--- src/rtl/uart_irq_pkg.sv ---
package uart_irq_pkg;

   // live status bit positions
   localparam int LS_RX_TRIG  = 0;
   localparam int LS_RX_EMPTY = 1;
   localparam int LS_RX_FULL  = 2;
   localparam int LS_TX_EMPTY = 3;
   localparam int LS_TX_FULL  = 4;
   localparam int LS_TX_TRIG  = 13;

   // number of low live bits mirrored one-to-one into the sticky word
   localparam int MIRROR_BITS = 5;

   // sticky status bit positions
   localparam int ST_OVERRUN = 5;
   localparam int ST_FRAMING = 6;
   localparam int ST_PARITY  = 7;
   localparam int ST_TIMEOUT = 8;
   localparam int ST_TX_TRIG = 10;

   localparam int MIN_WORD_W = 14;

   typedef enum logic [2:0] {
      SEL_MASK_SET = 3'd0,
      SEL_MASK_CLR = 3'd1,
      SEL_MASK     = 3'd2,
      SEL_STICKY   = 3'd3,
      SEL_LIVE     = 3'd4,
      SEL_RX_LVL   = 3'd5,
      SEL_TX_LVL   = 3'd6
   } reg_sel_e;

endpackage

--- src/rtl/uart_irq_live.sv ---
module uart_irq_live
   import uart_irq_pkg::*;
#(
   parameter int DEPTH  = 64,
   parameter int CNT_W  = $clog2(DEPTH + 1),
   parameter int WORD_W = 16
) (
   input  logic [CNT_W-1:0]  rx_count,
   input  logic [CNT_W-1:0]  tx_count,
   input  logic [CNT_W-1:0]  rx_level,
   input  logic [CNT_W-1:0]  tx_level,
   output logic [WORD_W-1:0] live
);

   localparam logic [CNT_W-1:0] FULL_CNT = CNT_W'(DEPTH);

   initial begin : chk_params
      assert (WORD_W >= MIN_WORD_W) else $error("WORD_W too small for status layout");
      assert (DEPTH < (1 << CNT_W)) else $error("CNT_W cannot hold DEPTH");
   end

   always_comb begin
      live              = '0;
      live[LS_RX_TRIG]  = (rx_count >= rx_level);
      live[LS_RX_EMPTY] = (rx_count == '0);
      live[LS_RX_FULL]  = (rx_count == FULL_CNT);
      live[LS_TX_EMPTY] = (tx_count == '0);
      live[LS_TX_FULL]  = (tx_count == FULL_CNT);
      live[LS_TX_TRIG]  = (tx_count >= tx_level);
   end

endmodule

--- src/rtl/uart_irq_sticky.sv ---
module uart_irq_sticky
   import uart_irq_pkg::*;
#(
   parameter int WORD_W = 16
) (
   input  logic                   clk,
   input  logic                   rst_n,
   input  logic [MIRROR_BITS-1:0] live_low,
   input  logic                   live_tx_trig,
   input  logic                   ovr_evt,
   input  logic                   frame_evt,
   input  logic                   par_evt,
   input  logic                   tmo_evt,
   input  logic                   tmo_armed,
   input  logic                   clr_we,
   input  logic [WORD_W-1:0]      clr_data,
   output logic [WORD_W-1:0]      sticky_q
);

   logic [WORD_W-1:0] set_vec;
   logic [WORD_W-1:0] clr_vec;

   initial begin : chk_params
      assert (WORD_W > ST_TX_TRIG) else $error("WORD_W too small for sticky layout");
   end

   for (genvar b = 0; b < WORD_W; b++) begin : g_set
      if (b < MIRROR_BITS) begin : g_mirror
         assign set_vec[b] = live_low[b];
      end else if (b == ST_OVERRUN) begin : g_ovr
         assign set_vec[b] = ovr_evt;
      end else if (b == ST_FRAMING) begin : g_frm
         assign set_vec[b] = frame_evt;
      end else if (b == ST_PARITY) begin : g_par
         assign set_vec[b] = par_evt;
      end else if (b == ST_TIMEOUT) begin : g_tmo
         assign set_vec[b] = tmo_evt & tmo_armed;
      end else if (b == ST_TX_TRIG) begin : g_txt
         assign set_vec[b] = live_tx_trig;
      end else begin : g_none
         assign set_vec[b] = 1'b0;
      end
   end

   assign clr_vec = clr_we ? clr_data : '0;

   // set has priority over a clear of the same bit
   always_ff @(posedge clk or negedge rst_n) begin
      if (!rst_n) sticky_q <= '0;
      else        sticky_q <= (sticky_q & ~clr_vec) | set_vec;
   end

   assert_sticky_keep_R4: assert property (@(posedge clk) disable iff (!rst_n)
      !clr_we |=> ((sticky_q & $past(sticky_q)) == $past(sticky_q)));

   assert_ovr_wins_R10: assert property (@(posedge clk) disable iff (!rst_n)
      ovr_evt |=> sticky_q[ST_OVERRUN]);

   assert_tmo_gate_R8: assert property (@(posedge clk) disable iff (!rst_n)
      (tmo_evt && !tmo_armed && !sticky_q[ST_TIMEOUT]) |=> !sticky_q[ST_TIMEOUT]);

endmodule

--- src/rtl/uart_irq_mask.sv ---
module uart_irq_mask #(
   parameter int WORD_W         = 16,
   parameter bit IRQ_REGISTERED = 1'b1
) (
   input  logic              clk,
   input  logic              rst_n,
   input  logic              set_we,
   input  logic              clr_we,
   input  logic [WORD_W-1:0] wr_data,
   input  logic [WORD_W-1:0] sticky,
   output logic [WORD_W-1:0] mask_q,
   output logic              irq
);

   logic [WORD_W-1:0] set_vec;
   logic [WORD_W-1:0] clr_vec;
   logic              irq_hit;

   assign set_vec = set_we ? wr_data : '0;
   assign clr_vec = clr_we ? wr_data : '0;

   always_ff @(posedge clk or negedge rst_n) begin
      if (!rst_n) mask_q <= '0;
      else        mask_q <= (mask_q | set_vec) & ~clr_vec;
   end

   assign irq_hit = |(mask_q & sticky);

   if (IRQ_REGISTERED) begin : g_irq_reg
      logic irq_q;
      always_ff @(posedge clk or negedge rst_n) begin
         if (!rst_n) irq_q <= 1'b0;
         else        irq_q <= irq_hit;
      end
      assign irq = irq_q;
   end else begin : g_irq_comb
      assign irq = irq_hit;
   end

   assert_mask_clear_R5: assert property (@(posedge clk) disable iff (!rst_n)
      (clr_we && !set_we) |=> ((mask_q & $past(wr_data)) == '0));

   assert_mask_keep_R5: assert property (@(posedge clk) disable iff (!rst_n)
      (!set_we && !clr_we) |=> (mask_q == $past(mask_q)));

endmodule

--- src/rtl/uart_irq_status.sv ---
module uart_irq_status
   import uart_irq_pkg::*;
#(
   parameter int DEPTH          = 64,
   parameter int CNT_W          = $clog2(DEPTH + 1),
   parameter int WORD_W         = 16,
   parameter int TMO_W          = 8,
   parameter int TRIG_RESET     = 32,
   parameter bit IRQ_REGISTERED = 1'b1
) (
   input  logic              clk,
   input  logic              rst_n,
   input  logic [CNT_W-1:0]  rx_count,
   input  logic [CNT_W-1:0]  tx_count,
   input  logic              ovr_evt,
   input  logic              frame_evt,
   input  logic              par_evt,
   input  logic              tmo_evt,
   input  logic [TMO_W-1:0]  tmo_cfg,
   input  logic              wr_en,
   input  logic [2:0]        wr_sel,
   input  logic [WORD_W-1:0] wr_data,
   input  logic [2:0]        rd_sel,
   output logic [WORD_W-1:0] rd_data,
   output logic              irq
);

   localparam logic [CNT_W-1:0] LVL_RST = CNT_W'(TRIG_RESET);

   initial begin : chk_params
      assert (TRIG_RESET <= DEPTH) else $error("TRIG_RESET above DEPTH");
      assert (CNT_W <= WORD_W) else $error("CNT_W wider than WORD_W");
   end

   logic [CNT_W-1:0]  rx_lvl_q, tx_lvl_q;
   logic [WORD_W-1:0] live, sticky, mask;
   logic              we_mset, we_mclr, we_stk;

   assign we_mset = wr_en && (reg_sel_e'(wr_sel) == SEL_MASK_SET);
   assign we_mclr = wr_en && (reg_sel_e'(wr_sel) == SEL_MASK_CLR);
   assign we_stk  = wr_en && (reg_sel_e'(wr_sel) == SEL_STICKY);

   always_ff @(posedge clk or negedge rst_n) begin
      if (!rst_n) begin
         rx_lvl_q <= LVL_RST;
         tx_lvl_q <= LVL_RST;
      end else if (wr_en) begin
         if (reg_sel_e'(wr_sel) == SEL_RX_LVL) rx_lvl_q <= wr_data[CNT_W-1:0];
         if (reg_sel_e'(wr_sel) == SEL_TX_LVL) tx_lvl_q <= wr_data[CNT_W-1:0];
      end
   end

   uart_irq_live #(.DEPTH(DEPTH), .CNT_W(CNT_W), .WORD_W(WORD_W)) u_live (
      .rx_count (rx_count),
      .tx_count (tx_count),
      .rx_level (rx_lvl_q),
      .tx_level (tx_lvl_q),
      .live     (live)
   );

   uart_irq_sticky #(.WORD_W(WORD_W)) u_sticky (
      .clk          (clk),
      .rst_n        (rst_n),
      .live_low     (live[MIRROR_BITS-1:0]),
      .live_tx_trig (live[LS_TX_TRIG]),
      .ovr_evt      (ovr_evt),
      .frame_evt    (frame_evt),
      .par_evt      (par_evt),
      .tmo_evt      (tmo_evt),
      .tmo_armed    (|tmo_cfg),
      .clr_we       (we_stk),
      .clr_data     (wr_data),
      .sticky_q     (sticky)
   );

   uart_irq_mask #(.WORD_W(WORD_W), .IRQ_REGISTERED(IRQ_REGISTERED)) u_mask (
      .clk     (clk),
      .rst_n   (rst_n),
      .set_we  (we_mset),
      .clr_we  (we_mclr),
      .wr_data (wr_data),
      .sticky  (sticky),
      .mask_q  (mask),
      .irq     (irq)
   );

   always_comb begin
      unique case (reg_sel_e'(rd_sel))
         SEL_MASK:   rd_data = mask;
         SEL_STICKY: rd_data = sticky;
         SEL_LIVE:   rd_data = live;
         SEL_RX_LVL: rd_data = WORD_W'(rx_lvl_q);
         SEL_TX_LVL: rd_data = WORD_W'(tx_lvl_q);
         default:    rd_data = '0;
      endcase
   end

   assert_txtrig_remap_R3: assert property (@(posedge clk) disable iff (!rst_n)
      live[LS_TX_TRIG] |=> sticky[ST_TX_TRIG]);

   assert_rxempty_capture_R3: assert property (@(posedge clk) disable iff (!rst_n)
      live[LS_RX_EMPTY] |=> sticky[LS_RX_EMPTY]);

endmodule

--- config.mk ---
export PLATFORM = sky130hd
export DESIGN_NAME = uart_irq_status
export DESIGN_NICKNAME = d
export VERILOG_FILES = /design/src/rtl/uart_irq_pkg.sv /design/src/rtl/uart_irq_live.sv /design/src/rtl/uart_irq_sticky.sv /design/src/rtl/uart_irq_mask.sv /design/src/rtl/uart_irq_status.sv
export SDC_FILE = /design/constraint.sdc
export NUM_CORES = 1
export LEC_CHECK = 0
export CAP_MARGIN = 10
export CORE_UTILIZATION = 53
export DETAILED_ROUTE_END_ITERATION = 8
export PLACE_DENSITY = 0.95
export SLEW_MARGIN = 20
export SYNTH_ARGS = -nofsm -noshare
export SYNTH_HDL_FRONTEND = slang
export SYNTH_SLANG_ARGS = --single-unit
--- constraint.sdc ---
create_clock -name clk -period 5.5 [get_ports clk]
set_input_delay 0.825 -clock clk [delete_from_list [all_inputs] [get_ports clk]]
set_output_delay 0.825 -clock clk [all_outputs]
set_load 0.05 [all_outputs]
==> results of run 1 <==
-- layer usage --
layer / up-vias / part of all wire / track usage
li1: 1113 / - / -
met1: 1161 / 0.41 / 0.356
met2: 80 / 0.53 / 0.496
met3: 13 / 0.047 / 0.0345
met4: 0 / 0.018 / 0.102
met5: - / 0 / 0
-- stage by stage --
step / cell area (um^2) / utilization / hold WS, ps / power [W]
finish: 3510 / 0.733 / 510 / 0.000994
global route: 3510 / 0.733 / 526 / 0.00105
CTS: 3500 / 0.732 / 513 / 0.000993
detailed placement: 3400 / 0.710 / 494 / 0.000749
global placement: 3400 / 0.710 / 480 / 0.000731
floorplan: 2660 / - / 464 / 0.000626
-- worst max path at each step --
| stage | cells past startpoint | end | slack, ps |
|---|---|---|---|
| after floorplan | 4 | rd_data[4] | 1970 |
| after global placement | 6 | rd_data[4] | 1180 |
| after detailed placement | 6 | rd_data[4] | 1170 |
| after CTS | 6 | rd_data[4] | 1160 |
| after global routing | 6 | rd_data[3] | 1040 |
| final | 6 | rd_data[4] | 1150 |
-- layout make-up --
class / count / area [um^2]
Clock inverter: 2 / 37.5
Multi-Input combinational cell: 197 / 1390
Inverter: 14 / 52.6
Tap cell: 67 / 83.8
Fill cell: 355 / 1280
Clock buffer: 5 / 68.8
Timing Repair Buffer: 71 / 698
Sequential cell: 47 / 1180
-- power breakdown --
group / switching, W / leakage (nW) / internal [W]
combinational: 0.000161 / 0.901 / 0.000140
clock: 0.000113 / 0.0502 / 0.000133
sequential: 0.0000440 / 0.557 / 0.000403
total: 0.000318 / 1.51 / 0.000676
-- critical path: stages --
cell and delay (ps):
clkdlybuf4s50_1 420, or4_1 570, or4b_1 580, o21a_1 200
nor2_1 120, clkdlybuf4s50_1 820
-- flip-flops by register name, summed over array words and instances (netlist names) --
signal	count
u_mask.mask_q	16
u_sticky.sticky_q	16
rx_lvl_q	7
tx_lvl_q	7
u_mask.irq	1
-- cells by family after synthesis --
family	after synthesis	synth area share
AO/OA/AOI/OAI	85	0.192
AND/OR/NAND/NOR	68	0.141
flip-flops	47	0.443
multiplexers	30	0.120
buffers and inverters	26	0.0376
adder cells (fa/ha/maj)	14	0.0659
-- synth_stat cells, types with 5 or more instances --
cell type   n  area, um^2
a21boi_0    6        45.0
a21o_1      7        52.6
a21oi_1    47         235
a22o_1      5        43.8
clkbuf_1    9        33.8
dfrtp_1    45        1130
ha_1       14         175
inv_1      14        52.6
mux2_2     14         158
mux2i_1    16         160
nand2_1    21        78.8
nor2_1     16        60.1
o21ai_0    10        50.1
==> results.toml, run 1 <==
[cells_and_area]
drive_gt1_frac = 0.0982
final_cell_mix = "clkdlybuf4s50_1 (66), a21oi_1 (47), dfrtp_1 (45)"
layout_commonest_cell = "clkdlybuf4s50_1"
diodes = 0
instances_no_fill = 403
syn_to_final_growth_pct = 31.9
finalNetCount = 401

[outcome]
outcome = "complete, no violations"

[logic_synthesis]
avgSynthCellArea_um2 = 9.85
ys_ff_latch = 47
yosys_warnings = 0
synth-seq-area-share = 0.443
synthCells = 270
syn_nets = 335
yosysUniqueCellTypes = 37
ys.flop_type = "dfrtp_1"
synth_edf_count = 0
synth_area_um2 = 2660
ys_async_sr_fraction = 1.00

[timing]
maxSlewViolCount = 0
max_slew_margin = 0.311
timing.final.ws_setup_ps = 1150
hold_viol = 0
worstMarginPinSlew_ps = 1030
period_minus_slack_ps = 4350
fmax_ghz = 0.230
setup_tns_ps = 0
setup-violations-final = 0
fin_crit_sh = 0.791
fin_skew_ps = 2.68
rsz0062_at_grt = "false"

[critical_path]
crit_fanout = 2
crit_arrival_ps = 3530
timing.rr.end = "u_sticky.sticky_q[10]"
setup.worst_path.start = "tx_count[1]"
crit_type = "primary input to output port"
start_kind = "primary input"
endpoint_kind = "output port"
reg2regPathDepth = 6
crit_required_ps = 4680
rr_startpoint = "tx_lvl_q[5]"
r2r_setup_slack_ps = 3890

[clock_network]
cts.htree.levels = 2
hold_buffers = 0
cts_made_buffers = 5
cts-root-buf = "clkbuf_8"
post_cts_resized = 0
cts_tree = "yes"
clk_pin_slew_ps = 80
clk-insertion-delay-late_ps = 300
post_cts_buffers = 0
clock_sinks = 47
cts.path.max_buffers = 2

[global_routing]
grt_pass1_wl_mm = 11.3
grt_usage = 0.282
grt-ovfl-total = 0
grt_pass1_vias = 2443
grt_max_degree = 48
grt_antenna_before_repair = 0

[floorplanning]
die_y_um = 72.8
dieArea_um2 = 5300
rows = 25
die_w_um = 72.8
coreArea_um2 = 4790
ioPinCount = 68
start_util = 0.556

[job]
maxCapViolCount = 0

[place]
gp_congestion = 0.863
io_buffer_count = 67
hpwl_mm = 5.04
place_ws_ps = 1170
place_inst = 396

[worst_hold_path]
min_delay_path_depth = 1
hold_class = "flop to flop"
hold_path_end = "tx_lvl_q[3]"
holdCritStartpoint = "tx_lvl_q[3]"

[detailed_routing]
first_pass_iters = 4
drtIter0Drc = 215
routedWlPerCell_um = 16.9
ant_nets = 0
vias = 2367
via_per_inst = 5.87
wl_mm = 6.82
drcViolationCount = 0

[power_and_ir_drop]
ir_drop_mv = 0.171
p_leak_nw = 1.51
cellPowerDensity_nw_per_um2 = 283
No activity file was read; power rests on OpenSTA's default activity.
==> run 2, diff against run 1 <==
Settings changed: CORE_UTILIZATION 53 to 44, PLACE_DENSITY 0.95 to 0.86.
Clock period 5.5 ns to 3.82 ns, I/O delays scaled along.
==> run 2 against run 1 <==
Effect of this change: count of clock-buffer cells in the layout increased by 1; global-route usage decreased by 4.4 points; via count increased by 0.89%; sequential share of layout area down 0.82 points; non-clock buffer count rose by 1; flip-flop and latch count unchanged; combinational power is 51% higher; hold slack got worse by 230 ps; critical path depth unchanged; register-to-register slack lost 1800 ps; core utilization shrank 9.9 points; wire length grew 3.1%; largest cell class unchanged.
==> results.toml, run 2 (same netlist as run 1, synthesis figures left out) <==
[clock_network]
clk_pin_slew_ps = 90
cts.path.max_buffers = 2
hold_buffers = 0
cts_tree = "yes"
cts.htree.levels = 2
post_cts_buffers = 0
post_cts_resized = 0
clock_sinks = 47
cts-root-buf = "clkbuf_8"
cts_made_buffers = 5
clk-insertion-delay-late_ps = 300

[cells_and_area]
final_cell_mix = "clkdlybuf4s50_1 (50), a21oi_1 (47), dfrtp_1 (45)"
instances_no_fill = 410
finalNetCount = 402
syn_to_final_growth_pct = 35.2
drive_gt1_frac = 0.148
top_regs = "u_mask.mask_q: 16 flops, u_sticky.sticky_q: 16 flops"
layout_commonest_cell = "clkdlybuf4s50_1"
diodes = 0
num-fill-cells = 473

[timing]
fin_crit_sh = 0.845
period_minus_slack_ps = 3230
setup_tns_ps = 0
timing.final.ws_setup_ps = 592
max_slew_margin = 0.561
rsz0062_at_grt = "false"
hold_viol = 0
worstMarginPinSlew_ps = 658
fmax_ghz = 0.310
fin_skew_ps = 5.19
setup-violations-final = 0
maxSlewViolCount = 0
hold_slack_ps = 276

[critical_path]
endpoint_kind = "output port"
crit_required_ps = 3250
crit_type = "primary input to output port"
timing.rr.end = "u_sticky.sticky_q[10]"
crit_arrival_ps = 2660
rr_startpoint = "tx_lvl_q[2]"
start_kind = "primary input"
crit_fanout = 2
crit_path_end = "rd_data[4]"
r2r_setup_slack_ps = 2140
reg2regPathDepth = 6
setup.worst_path.start = "tx_count[1]"

[global_routing]
grt_pass1_wl_mm = 11.6
grt_usage = 0.238
grt_antenna_before_repair = 0
grt_max_degree = 48
grt-ovfl-total = 0
grt_pass1_vias = 2522

[place]
io_buffer_count = 67
place_inst = 402
hpwl_mm = 5.04
place_ws_ps = 589
gp_congestion = 0.853

[outcome]
outcome = "complete, no violations"

[floorplanning]
die_y_um = 79.7
start_util = 0.468
dieArea_um2 = 6360
ioPinCount = 68
coreArea_um2 = 5680
rows = 27
die_w_um = 79.7

[detailed_routing]
ant_nets = 0
vias = 2388
drcViolationCount = 0
wl_mm = 7.03
routedWlPerCell_um = 17.2
via_per_inst = 5.82
drtIter0Drc = 201
first_pass_iters = 4

[worst_hold_path]
hold_class = "primary input to async pin"

[power_and_ir_drop]
ir_drop_mv = 0.265
power.total_w = 0.00153
p_leak_nw = 1.58
cellPowerDensity_nw_per_um2 = 425

[job]
maxCapViolCount = 0
-- run 2: cell count changes in the layout (fill, tap and decap cells not counted) --
cell | previous run | this run
clkinvlp_4 | 1 | 0
buf_4 | 5 | 15
clkbuf_1 | 0 | 1
bufinv_16 | 1 | 2
clkdlybuf4s50_1 | 66 | 50
buf_12 | 0 | 7
-- run 2: stage by stage --
| step | utilization | cell area, um^2 |
|---|---|---|
| finish | 0.633 | 3590 |
| global route | 0.633 | 3590 |
| CTS | 0.633 | 3590 |
| detailed placement | 0.609 | 3460 |
| global placement | 0.609 | 3460 |
| floorplan | - | 2660 |
-- run 2: worst max-delay path, cell delays in order --
cell	delay (ps)
clkdlybuf4s50_1	420
or4_1	560
or4b_1	540
o21a_1	180
nor2_1	200
buf_12	170
-- run 2: cell type report --
cell class / count / area, um^2 / share of cell area
Clock buffer: 6 / 72.6 / 0.0202
Clock inverter: 2 / 60.1 / 0.0167
Inverter: 14 / 52.6 / 0.0146
Multi-Input combinational cell: 197 / 1390 / 0.386
Sequential cell: 47 / 1180 / 0.328
Tap cell: 72 / 90.1 / 0.0251
Timing Repair Buffer: 72 / 753 / 0.210
-- run 2: layer usage --
layer | vias to the layer above | routed length (um) | track usage
li1 | 1121 | - | -
met2 | 113 | 3600 | 0.430
met4 | 0 | 162 | 0.0768
met1 | 1136 | 2750 | 0.280
met3 | 18 | 515 | 0.0480
met5 | - | 0 | 0
-- run 2: power breakdown --
| group | switching, W | total, W | internal (W) |
|---|---|---|---|
| clock | 0.000165 | 0.000427 | 0.000262 |
| sequential | 0.0000650 | 0.000646 | 0.000581 |
| combinational | 0.000236 | 0.000454 | 0.000218 |
-- run 2: worst min-delay path by stage --
stage                    startpoint                    to  slack (ps)  depth (start not counted)
2_1_floorplan                 rst_n           rx_lvl_q[0]         280                          0
3_3_place_gp   u_sticky.sticky_q[5]  u_sticky.sticky_q[5]         490                          1
3_5_place_dp            tx_lvl_q[3]           tx_lvl_q[3]         490                          1
4_1_cts                       rst_n           rx_lvl_q[2]         490                          1
5_1_grt                       rst_n           rx_lvl_q[2]         320                          1
6_report                      rst_n           rx_lvl_q[2]         280                          1
